$ cat src/rtl/univ_bus_xcvr.sv
module univ_bus_xcvr #(
  parameter int W = 18
) (
  input  logic         clk,
  input  logic         rst,
  input  logic [W-1:0] a_in,
  output logic [W-1:0] a_out,
  output logic         a_drive,
  input  logic [W-1:0] b_in,
  output logic [W-1:0] b_out,
  output logic         b_drive,
  input  logic         ab_oe_n,
  input  logic         ab_pass,
  input  logic         ab_stb,
  input  logic         ab_stb_en_n,
  input  logic         ba_oe_n,
  input  logic         ba_pass,
  input  logic         ba_stb,
  input  logic         ba_stb_en_n
);
  localparam int NDIR = 2;

  logic [NDIR-1:0][W-1:0] din, dout, held;
  logic [NDIR-1:0]        pass, stb, stb_en_n, stb_q, oe_n;

  assign din      = {b_in, a_in};
  assign pass     = {ba_pass, ab_pass};
  assign stb      = {ba_stb, ab_stb};
  assign stb_en_n = {ba_stb_en_n, ab_stb_en_n};
  assign oe_n     = {ba_oe_n, ab_oe_n};

  for (genvar d = 0; d < NDIR; d++) begin : g_dir
    logic take;
    assign take = pass[d] | (stb[d] & ~stb_q[d] & ~stb_en_n[d]);

    always_ff @(posedge clk) begin
      stb_q[d] <= stb[d];
      if (rst)       held[d] <= '0;
      else if (take) held[d] <= din[d];
    end

    assign dout[d] = pass[d] ? din[d] : held[d];
  end

  assign b_out   = dout[0];
  assign a_out   = dout[1];
  assign b_drive = ~oe_n[0];
  assign a_drive = ~oe_n[1];
endmodule


$ cat config.mk
export PLATFORM = sky130hd
export DESIGN_NAME = univ_bus_xcvr
export DESIGN_NICKNAME = d
export VERILOG_FILES = /design/src/rtl/univ_bus_xcvr.sv
export SDC_FILE = /design/constraint.sdc
export NUM_CORES = 1
export LEC_CHECK = 0
export ABC_AREA = 1
export BUFFER_PORTS_ARGS = -buffer_cell sky130_fd_sc_hd__buf_2
export CAP_MARGIN = 20
export CORE_AREA = 2 2 73 75
export CTS_CLUSTER_SIZE = 12
export DETAILED_ROUTE_END_ITERATION = 10
export DIE_AREA = 0 0 75 77
export GPL_ROUTABILITY_DRIVEN = 0
export HOLD_SLACK_MARGIN = 0.03
export PLACE_DENSITY_LB_ADDON = 0.2
export SLEW_MARGIN = 20
export SYNTH_ARGS = -nofsm -noshare
export SYNTH_HDL_FRONTEND = slang
export SYNTH_SLANG_ARGS = --single-unit
$ cat constraint.sdc
create_clock -name clk -period 1.3 [get_ports clk]
set_clock_uncertainty 0.2 [all_clocks]
set_input_delay 0.065 -clock clk [delete_from_list [all_inputs] [get_ports clk]]
set_output_delay 0.065 -clock clk [all_outputs]
set_load 0.03 [all_outputs]
==> results of run 1 <==
[through the flow]
stage	hold slack (ns)	setup TNS (ns)	area, um^2	utilization	worst slack [ns]
after CTS	-0.2927	0	3048	0.6124	0.001787
after floorplan	-0.1073	-0.08760	2200	-	-0.01306
after detailed placement	0.01546	0	2594	0.5211	0.001164
final	-0.005988	0	3169	0.6368	0.03181
after global placement	0.01205	0	2594	0.5211	0.01203
after global routing	0.05344	-0.03384	3169	0.6368	-0.02121
[logic make-up after synthesis]
| logic type | synth area share |
|---|---|
| compound gates | 0.1650 |
| simple gates | 0.3134 |
| buf+inv | 0.1758 |
| flops | 0.3458 |
[what timing repair did]
item                                    CTS  global route
pin swaps                                 0             2
gates resized for setup                   4            74
hold buffers                             37             2
cloned                                    0             5
endpoints found under the setup margin    3            58
endpoints found under the hold margin    38             2
setup buffers                             0             0
[cell type report]
| class | count | area, um^2 |
|---|---|---|
| Multi-Input combinational cell | 223 | 1134 |
| Timing Repair Buffer | 112 | 938.4 |
| Tap cell | 70 | 87.58 |
| Sequential cell | 38 | 760.7 |
| Fill cell | 446 | 1808 |
| Clock buffer | 7 | 76.32 |
| Inverter | 44 | 172.7 |
[routing by layer]
metal,part of all wire,up-vias,track usage,wire [um]
li1,-,1232,-,-
met1,0.44,1077,0.2151,2447
met2,0.49,84,0.3246,2759
met3,0.063,4,0.04599,354
met4,0.0066,0,0.05714,37
met5,0,-,0,0
[power by group through the flow]
stage                     Sequential (mW)  Combinational (mW)  Clock, mW
after floorplan                      1.30               0.604          0
after global placement               1.30               0.800          0
after detailed placement             1.30               0.813          0
after CTS                            1.27               0.903      0.790
after global routing                 1.28                1.09      0.840
final                                1.28               0.990      0.755
[worst max-delay path by stage]
stage | end | slack [ns] | startpoint
after detailed placement | held[33] | 0.001 | stb_q[1]
after CTS | held[20] | 0.002 | stb_q[1]
after floorplan | b_out[15] | -0.01 | ab_pass
after global placement | held[33] | 0.01 | stb_q[1]
after global routing | a_out[12] | -0.02 | b_in[12]
final | a_out[2] | 0.03 | b_in[2]
[placed cells by master, fill, tap and decap left out]
master / n
nand2_1: 73
buf_4: 39
inv_1: 38
dfxtp_1: 38
nor2_1: 37
dlygate4sd3_1: 37
a21oi_1: 33
buf_2: 27
o21ai_1: 25
nand3_1: 23
nand3_2: 12
o21ai_0: 7
clkbuf_8: 5
o21ai_2: 4
nand3_4: 4
inv_2: 3
buf_12: 3
a21oi_2: 2
clkbuf_1: 2
dlymetal6s4s_1: 2
buf_6: 2
nand3b_4: 1
inv_6: 1
clkinv_1: 1
inv_4: 1
nand2_2: 1
clkbuf_16: 1
nand3b_2: 1
clkbuf_4: 1
[state kept, by name, indices dropped and copies added, names as in the netlist]
signal,count
stb_q,2
held,36
[critical path, cell delays in order]
cell	delay, ns
dlygate4sd3_1	0.53
buf_2	0.13
nand2_1	0.04
o21ai_0	0.07
buf_4	0.17
==> flow_metrics.env, run 1 <==
export IMPL_syn2layout_area_growth_pct=44.08
export IMPL_htreeDepth=2
export IMPL_netlist_instances=324
export IMPL_hold_depth=4
export IMPL_max_freq_ghz=0.7885
export IMPL_portBuffers=83
export IMPL_core_rowCount=26
export IMPL_core_area_um2=4977
export IMPL_internal_power_mw=2.030
export IMPL_nNetsFinal=470
export IMPL_hold_ws_ns=-0.005988
export IMPL_dieArea_um2=5775
export IMPL_synth_area_leaders="dfxtp_1 35%, nand2_1 13%, o21ai_0 8.2%"
export IMPL_synth_cell_types=20
export IMPL_synth_avg_cell_area_um2=6.789
export IMPL_peakVddDrop_mv=0.5400
export IMPL_finalPower_mw=3.020
export IMPL_firstDrtPassIters=4
export IMPL_yosysTopAreaCellShare=0.3458
export IMPL_violations="negative hold slack"
export IMPL_synth_common_cells="74 x nand2_1, 39 x inv_1, 38 x dfxtp_1, 37 x nor2_1, 36 x o21ai_0"
export IMPL_ios=84
export IMPL_routedWlPerCell_um=11.33
export IMPL_die_w_um=75
export IMPL_yosys_area_top_type="dfxtp_1"
export IMPL_synth_cell_area_um2=2200
export IMPL_start_util=0.4419
export IMPL_cellPowerDensity_nw_per_um2=953.0
export IMPL_end_kind="output pin"
export IMPL_grt_ovfl_total=0
export IMPL_yosysWarnings=0
export IMPL_max_slew_margin=0.7942
export IMPL_maxSlewViolCount=0
export IMPL_min_period_over_period=0.9755
export IMPL_p_seq_frac=0.422
export IMPL_clk_pin_slew_ns=0.07
export IMPL_grt_max_degree=37
export IMPL_critPathKind="in -> out"
export IMPL_synth_most_common_cell="nand2_1"
export IMPL_ys_flop_type="dfxtp_1"
export IMPL_rrSetupSlack_ns=0.05
export IMPL_grt_pass1_wl_um=8652
export IMPL_hold_viol=1
export IMPL_grt_pass1_vias=2112
export IMPL_worstReg2RegEnd="held[13]"
export IMPL_hpwl_um=3239
export IMPL_cts_sinks=38
export IMPL_clock_path_buffers=2
export IMPL_p_sw_frac=0.3279
export IMPL_diodes=0
export IMPL_remaining_drc_errors=0
export IMPL_cp_arrival_ns=1.00
export IMPL_antenna_found_initial=0
export IMPL_worstHoldStart="b_in[10]"
export IMPL_fin_crit_ns=1.268
export IMPL_wl_um=5599
export IMPL_worst_path_max_fanout=2
export IMPL_status="finished with violations"
export IMPL_hold_path_class="in -> reg"
export IMPL_final_cells=494
export IMPL_rr_worst_depth=4
export IMPL_startpoint_type="input port"
export IMPL_rsz0062_at_grt="yes"
export IMPL_setup_viol=0
export IMPL_synth_edf_count=0
export IMPL_p_leak_nw=1.569
export IMPL_switchingPower_uw=990.5
export IMPL_p_comb_frac=0.328
export IMPL_max_cap_violations=0
export IMPL_insertion_delay_ns=0.28
export IMPL_ys_seq_area_frac=0.3458
export IMPL_via_per_inst=4.852
export IMPL_grt_use_total=0.1851
export IMPL_critPathRequiredTime_ns=1.03
export IMPL_cts_root_buffer="clkbuf_8"
export IMPL_ys_seq_elements=38
export IMPL_hold_path_endpoint="held[28]"
export IMPL_p_clk_frac=0.250
export IMPL_layout_drive_gt1_share=0.2547
export IMPL_placed_cells=463
export IMPL_cts_tree="built"
export IMPL_async_flop_share=0
export IMPL_route_vias_total=2397
export IMPL_synth_nets=370
export IMPL_cts_buffers=5
export IMPL_r2r_start="stb_q[0]"
export IMPL_drtAntennaViolNets=0
export IMPL_worst_slew_pin_slew_ns=0.3085
export IMPL_fp_dieH_um=77
export IMPL_first_iter_violations=86
Power figures use the tool's default switching activity.
==> run 2: changes to the inputs <==
Settings changed: REMOVE_ABC_BUFFERS set to 1.
==> flow_metrics.env, run 2 (synthesis results as in run 1) <==
export IMPL_via_per_inst=4.620
export IMPL_internal_power_mw=2.047
export IMPL_p_sw_frac=0.3245
export IMPL_die_w_um=75
export IMPL_grt_pass1_wl_um=8618
export IMPL_diodes=0
export IMPL_fin_crit_ns=1.286
export IMPL_worst_path_buf_inv=3
export IMPL_cts_buffers=5
export IMPL_core_area_um2=4977
export IMPL_pre_cts_ws_ns=0.1048
export IMPL_insertion_delay_ns=0.28
export IMPL_rsz0062_at_grt="yes"
export IMPL_reg_top3="held: 36 flops, stb_q: 2 flops"
export IMPL_worst_slew_pin_slew_ns=0.3911
export IMPL_drtAntennaViolNets=0
export IMPL_max_slew_margin=0.7393
export IMPL_portBuffers=83
export IMPL_fp_dieH_um=77
export IMPL_critPathKind="in -> out"
export IMPL_crit_chain="dlygate4sd3_1, buf_2, nand2_1, o21ai_0, buf_4"
export IMPL_r2r_start="stb_q[0]"
export IMPL_hold_viol=0
export IMPL_grt_ovfl_total=0
export IMPL_antenna_found_initial=0
export IMPL_firstDrtPassIters=4
export IMPL_worst_path_max_fanout=2
export IMPL_end_kind="output pin"
export IMPL_routedWlPerCell_um=11.30
export IMPL_switchingPower_uw=983.3
export IMPL_setup_viol=0
export IMPL_grt_use_total=0.1845
export IMPL_remaining_drc_errors=0
export IMPL_hold_path_endpoint="held[26]"
export IMPL_worst_slack_ns=0.01429
export IMPL_max_cap_violations=0
export IMPL_rr_worst_depth=4
export IMPL_p_leak_nw=1.623
export IMPL_layout_drive_gt1_share=0.2593
export IMPL_ios=84
export IMPL_clock_path_buffers=2
export IMPL_clk_pin_slew_ns=0.07
export IMPL_grt_pass1_vias=2158
export IMPL_wl_um=5628
export IMPL_maxSlewViolCount=0
export IMPL_p_clk_frac=0.249
export IMPL_start_util=0.4419
export IMPL_critPathMaxStageDelay_ns=0.53
export IMPL_final_cell_mix="73 x nand2_1, 39 x inv_1, 38 x dfxtp_1, 38 x dlygate4sd3_1"
export IMPL_dieArea_um2=5775
export IMPL_cts_sinks=38
export IMPL_multi_input_area_um2=1074
export IMPL_peakVddDrop_mv=0.5684
export IMPL_worstHoldStart="ba_stb_en_n"
export IMPL_startpoint_type="input port"
export IMPL_worstReg2RegEnd="held[0]"
export IMPL_p_comb_frac=0.331
export IMPL_status="completed"
export IMPL_hpwl_um=3175
export IMPL_crit_slowest_cell="dlygate4sd3_1"
export IMPL_syn2layout_area_growth_pct=47.10
export IMPL_htreeDepth=2
export IMPL_grt_max_degree=37
export IMPL_n_fill_cell=443
export IMPL_rrSetupSlack_ns=0.05
export IMPL_nNetsFinal=474
export IMPL_hold_path_class="in -> reg"
export IMPL_fin_util=0.6501
export IMPL_core_rowCount=26
export IMPL_max_freq_ghz=0.7778
export IMPL_critPathTopFamily="buffers and inverters"
export IMPL_cts_tree="built"
export IMPL_route_vias_total=2301
export IMPL_cp_arrival_ns=1.02
export IMPL_p_seq_frac=0.420
export IMPL_critPathRequiredTime_ns=1.03
export IMPL_top_register="held"
export IMPL_largest_reg_flops=36
export IMPL_hold_depth=5
export IMPL_cellPowerDensity_nw_per_um2=936.5
export IMPL_min_period_over_period=0.9890
export IMPL_regArea_um2=760.7
export IMPL_first_iter_violations=84
export IMPL_final_common_cell="nand2_1"
export IMPL_cts_root_buffer="clkbuf_8"
## run 2: tightest hold or removal path: stages
cell,delay [ns]
buf_2,0.08
inv_2,0.04
nand3_4,0.14
a21oi_1,0.08
nor2_1,0.09
## run 2: how the worst max path moves through the flow
stage | from | end | cells after the start
after floorplan | held[0] | b_out[0] | 2
after global placement | stb_q[1] | held[34] | 5
after detailed placement | stb_q[1] | held[18] | 5
after CTS | held[1] | b_out[1] | 3
after global routing | a_in[14] | b_out[14] | 5
final | a_in[0] | b_out[0] | 5
## run 2: per-stage QoR
step                      total power, mW  hold slack (ns)  TNS (ns)  cell area [um^2]  instances
final                               3.030          0.04031         0              3236        498
after global routing                3.202          0.06584  -0.09080              3236        498
after CTS                           2.957         -0.02259         0              3058        508
after detailed placement            2.107          0.01398         0              2594        463
after global placement              2.094          0.01722         0              2594        463
after floorplan                     1.815          -0.1073         0              1986        301
## run 2: what timing repair did
item	CTS	global route
resized for setup	4	75
hold endpoints to repair	38	2
setup endpoints to repair	3	55
setup buffers	0	1
hold buffers	38	2
pin swaps	0	3
cloned	0	6
## run 2: layout make-up
class,instances,area share
multi-input combinational,219,0.3318
timing repair buffer,120,0.3291
sequential,38,0.2351
inverter,44,0.05336
tap,70,0.02707
clock buffer,7,0.02359
## run 2: metal layers
metal	global-route usage	routed length [um]	part of all wire	up-vias
li1	-	-	-	1221
met5	0	0	0	-
met3	0.05519	357	0.063	8
met1	0.1992	2357	0.42	991
met4	0.06786	72	0.013	0
met2	0.3281	2841	0.50	81
## run 2: power by group through the flow
stage                     logic, mW  registers (mW)  clock network (mW)
after detailed placement      0.806            1.30                   0
after global routing           1.10            1.28               0.822
after global placement        0.796            1.30                   0
final                          1.00            1.27               0.754
after CTS                     0.901            1.27               0.783
after floorplan               0.519            1.30                   0
==> run 3: changes to the inputs <==
Settings changed: CORE_AREA 2 2 73 75 to 2 2 83 85, DIE_AREA 0 0 75 77 to 0 0 85 87.
==> flow_metrics.env, run 3 (synthesis results as in run 1) <==
export IMPL_crit_slowest_cell="dlygate4sd3_1"
export IMPL_crit_chain="dlygate4sd3_1, buf_2, nand2_1, o21ai_0, buf_2"
export IMPL_p_sw_frac=0.3232
export IMPL_htreeDepth=2
export IMPL_hpwl_um=3485
export IMPL_p_seq_frac=0.409
export IMPL_via_per_inst=4.542
export IMPL_core_rowCount=30
export IMPL_insertion_delay_ns=0.28
export IMPL_nNetsFinal=487
export IMPL_end_kind="output pin"
export IMPL_hold_viol=0
export IMPL_routedWlPerCell_um=11.32
export IMPL_critPathTopFamily="buffers and inverters"
export IMPL_final_common_cell="nand2_1"
export IMPL_first_iter_violations=64
export IMPL_critPathMaxStageDelay_ns=0.53
export IMPL_portBuffers=83
export IMPL_grt_max_degree=37
export IMPL_clk_pin_slew_ns=0.07
export IMPL_setup_viol=0
export IMPL_p_comb_frac=0.331
export IMPL_cpMostUsedCell="buf_2"
export IMPL_syn2layout_area_growth_pct=52.79
export IMPL_drtAntennaViolNets=0
export IMPL_tns_ns=0
export IMPL_worst_path_buf_inv=3
export IMPL_hold_path_class="in -> reg"
export IMPL_switchingPower_mw=1.006
export IMPL_start_util=0.3349
export IMPL_top_register="held"
export IMPL_cts_buffers=5
export IMPL_antenna_found_initial=0
export IMPL_status="completed"
export IMPL_internal_power_mw=2.107
export IMPL_layout_drive_gt1_share=0.2864
export IMPL_route_vias_total=2362
export IMPL_max_freq_ghz=0.7774
export IMPL_worst_slew_pin_slew_ns=0.3439
export IMPL_fin_crit_ns=1.286
export IMPL_ios=84
export IMPL_fp_dieH_um=87
export IMPL_largest_reg_flops=36
export IMPL_critPathKind="in -> out"
export IMPL_grt_pass1_wl_um=8914
export IMPL_p_leak_nw=1.706
export IMPL_remaining_drc_errors=0
export IMPL_grt_ovfl_total=0
export IMPL_worst_path_max_fanout=2
export IMPL_grt_pass1_vias=2027
export IMPL_min_period_over_period=0.9895
export IMPL_core_area_um2=6569
export IMPL_dieArea_um2=7395
export IMPL_critPathRequiredTime_ns=1.03
export IMPL_max_slew_margin=0.7708
export IMPL_clock_path_buffers=2
export IMPL_peakVddDrop_mv=0.5095
export IMPL_hold_ws_ns=0.03717
export IMPL_cts_tree="built"
export IMPL_startpoint_type="input port"
export IMPL_maxSlewViolCount=0
export IMPL_wl_um=5886
export IMPL_grt_use_total=0.1468
export IMPL_p_clk_frac=0.260
export IMPL_cp_arrival_ns=1.02
export IMPL_cellPowerDensity_nw_per_um2=926.4
export IMPL_firstDrtPassIters=4
export IMPL_cts_root_buffer="clkbuf_8"
export IMPL_cts_sinks=38
export IMPL_final_cell_mix="73 x nand2_1, 40 x buf_2, 39 x buf_4, 38 x inv_1, 38 x dfxtp_1"
export IMPL_reg_top3="held: 36 flops, stb_q: 2 flops"
export IMPL_die_w_um=85
export IMPL_diodes=0
export IMPL_max_cap_violations=0
run 3: cell types whose count changed in the layout (fill, tap and decap cells not counted), moves of 2 or more:
cell / previous run / this run
clkbuf_1: 2 / 0
buf_12: 3 / 6
dlymetal6s4s_1: 2 / 4
a21oi_2: 4 / 6
buf_6: 5 / 2
buf_2: 30 / 40
o21ai_0: 9 / 11
a21oi_1: 31 / 29
buf_4: 37 / 39
run 3: power by group through the flow:
stage / Combinational, mW / Clock (mW) / Sequential [mW]
global route: 1.12 / 0.901 / 1.28
detailed placement: 0.828 / 0 / 1.30
global placement: 0.816 / 0 / 1.30
floorplan: 0.519 / 0 / 1.30
finish: 1.03 / 0.810 / 1.27
CTS: 0.926 / 0.853 / 1.27
run 3: area by class of cell:
cell class | count | area (um^2)
flip-flops and latches | 38 | 760.7
fillers | 629 | 3208
clock buffers | 6 | 82.58
well taps | 80 | 100.1
repair buffers | 132 | 1156
inverters | 44 | 172.7
multi-input cells | 220 | 1089
run 3: per-stage QoR:
stage / util / cells / area (um^2) / power, mW / setup slack, ns
global route: 0.5116 / 520 / 3361 / 3.306 / -0.02313
detailed placement: 0.4025 / 473 / 2644 / 2.128 / 0.07509
finish: 0.5116 / 520 / 3361 / 3.113 / 0.01361
global placement: 0.4025 / 473 / 2644 / 2.115 / 0.09434
floorplan: - / 301 / 1986 / 1.815 / 0.01979
CTS: 0.4760 / 518 / 3127 / 3.052 / 0.001154
run 3: path summary, 6_finish.rpt:
check,startpoint,to,slack (ns),depth (start not counted)
worst max-delay path,b_in[3],a_out[3],0.01,5
worst min-delay path,a_in[9],held[9],0.04,4
worst max register to register,stb_q[0],held[8],0.05,4
worst min register to register,held[33],held[33],0.30,2
run 3: timing repair:
action	4_1_cts	5_1_grt
setup endpoints to repair	4	58
cloned	0	5
pin swaps	0	4
hold buffers	39	2
resized for setup	7	67
buffers inserted	0	5
hold endpoints to repair	38	3
run 3: worst reg2reg max path, delay by kind of cell (launching register included):
kind                   cells  cell delay (ns)
AOI/OAI and AO/OA          1             0.12
buffers and inverters      1             0.22
DFF                        1             0.32
and+or+nand+nor            2             0.29
run 3: per-layer routing:
layer	global-route usage	up-vias	share of wire
met5	0	-	0
met4	0.05195	0	0.012
met3	0.03128	8	0.053
met2	0.2450	73	0.47
met1	0.1874	1026	0.47
li1	-	1255	-
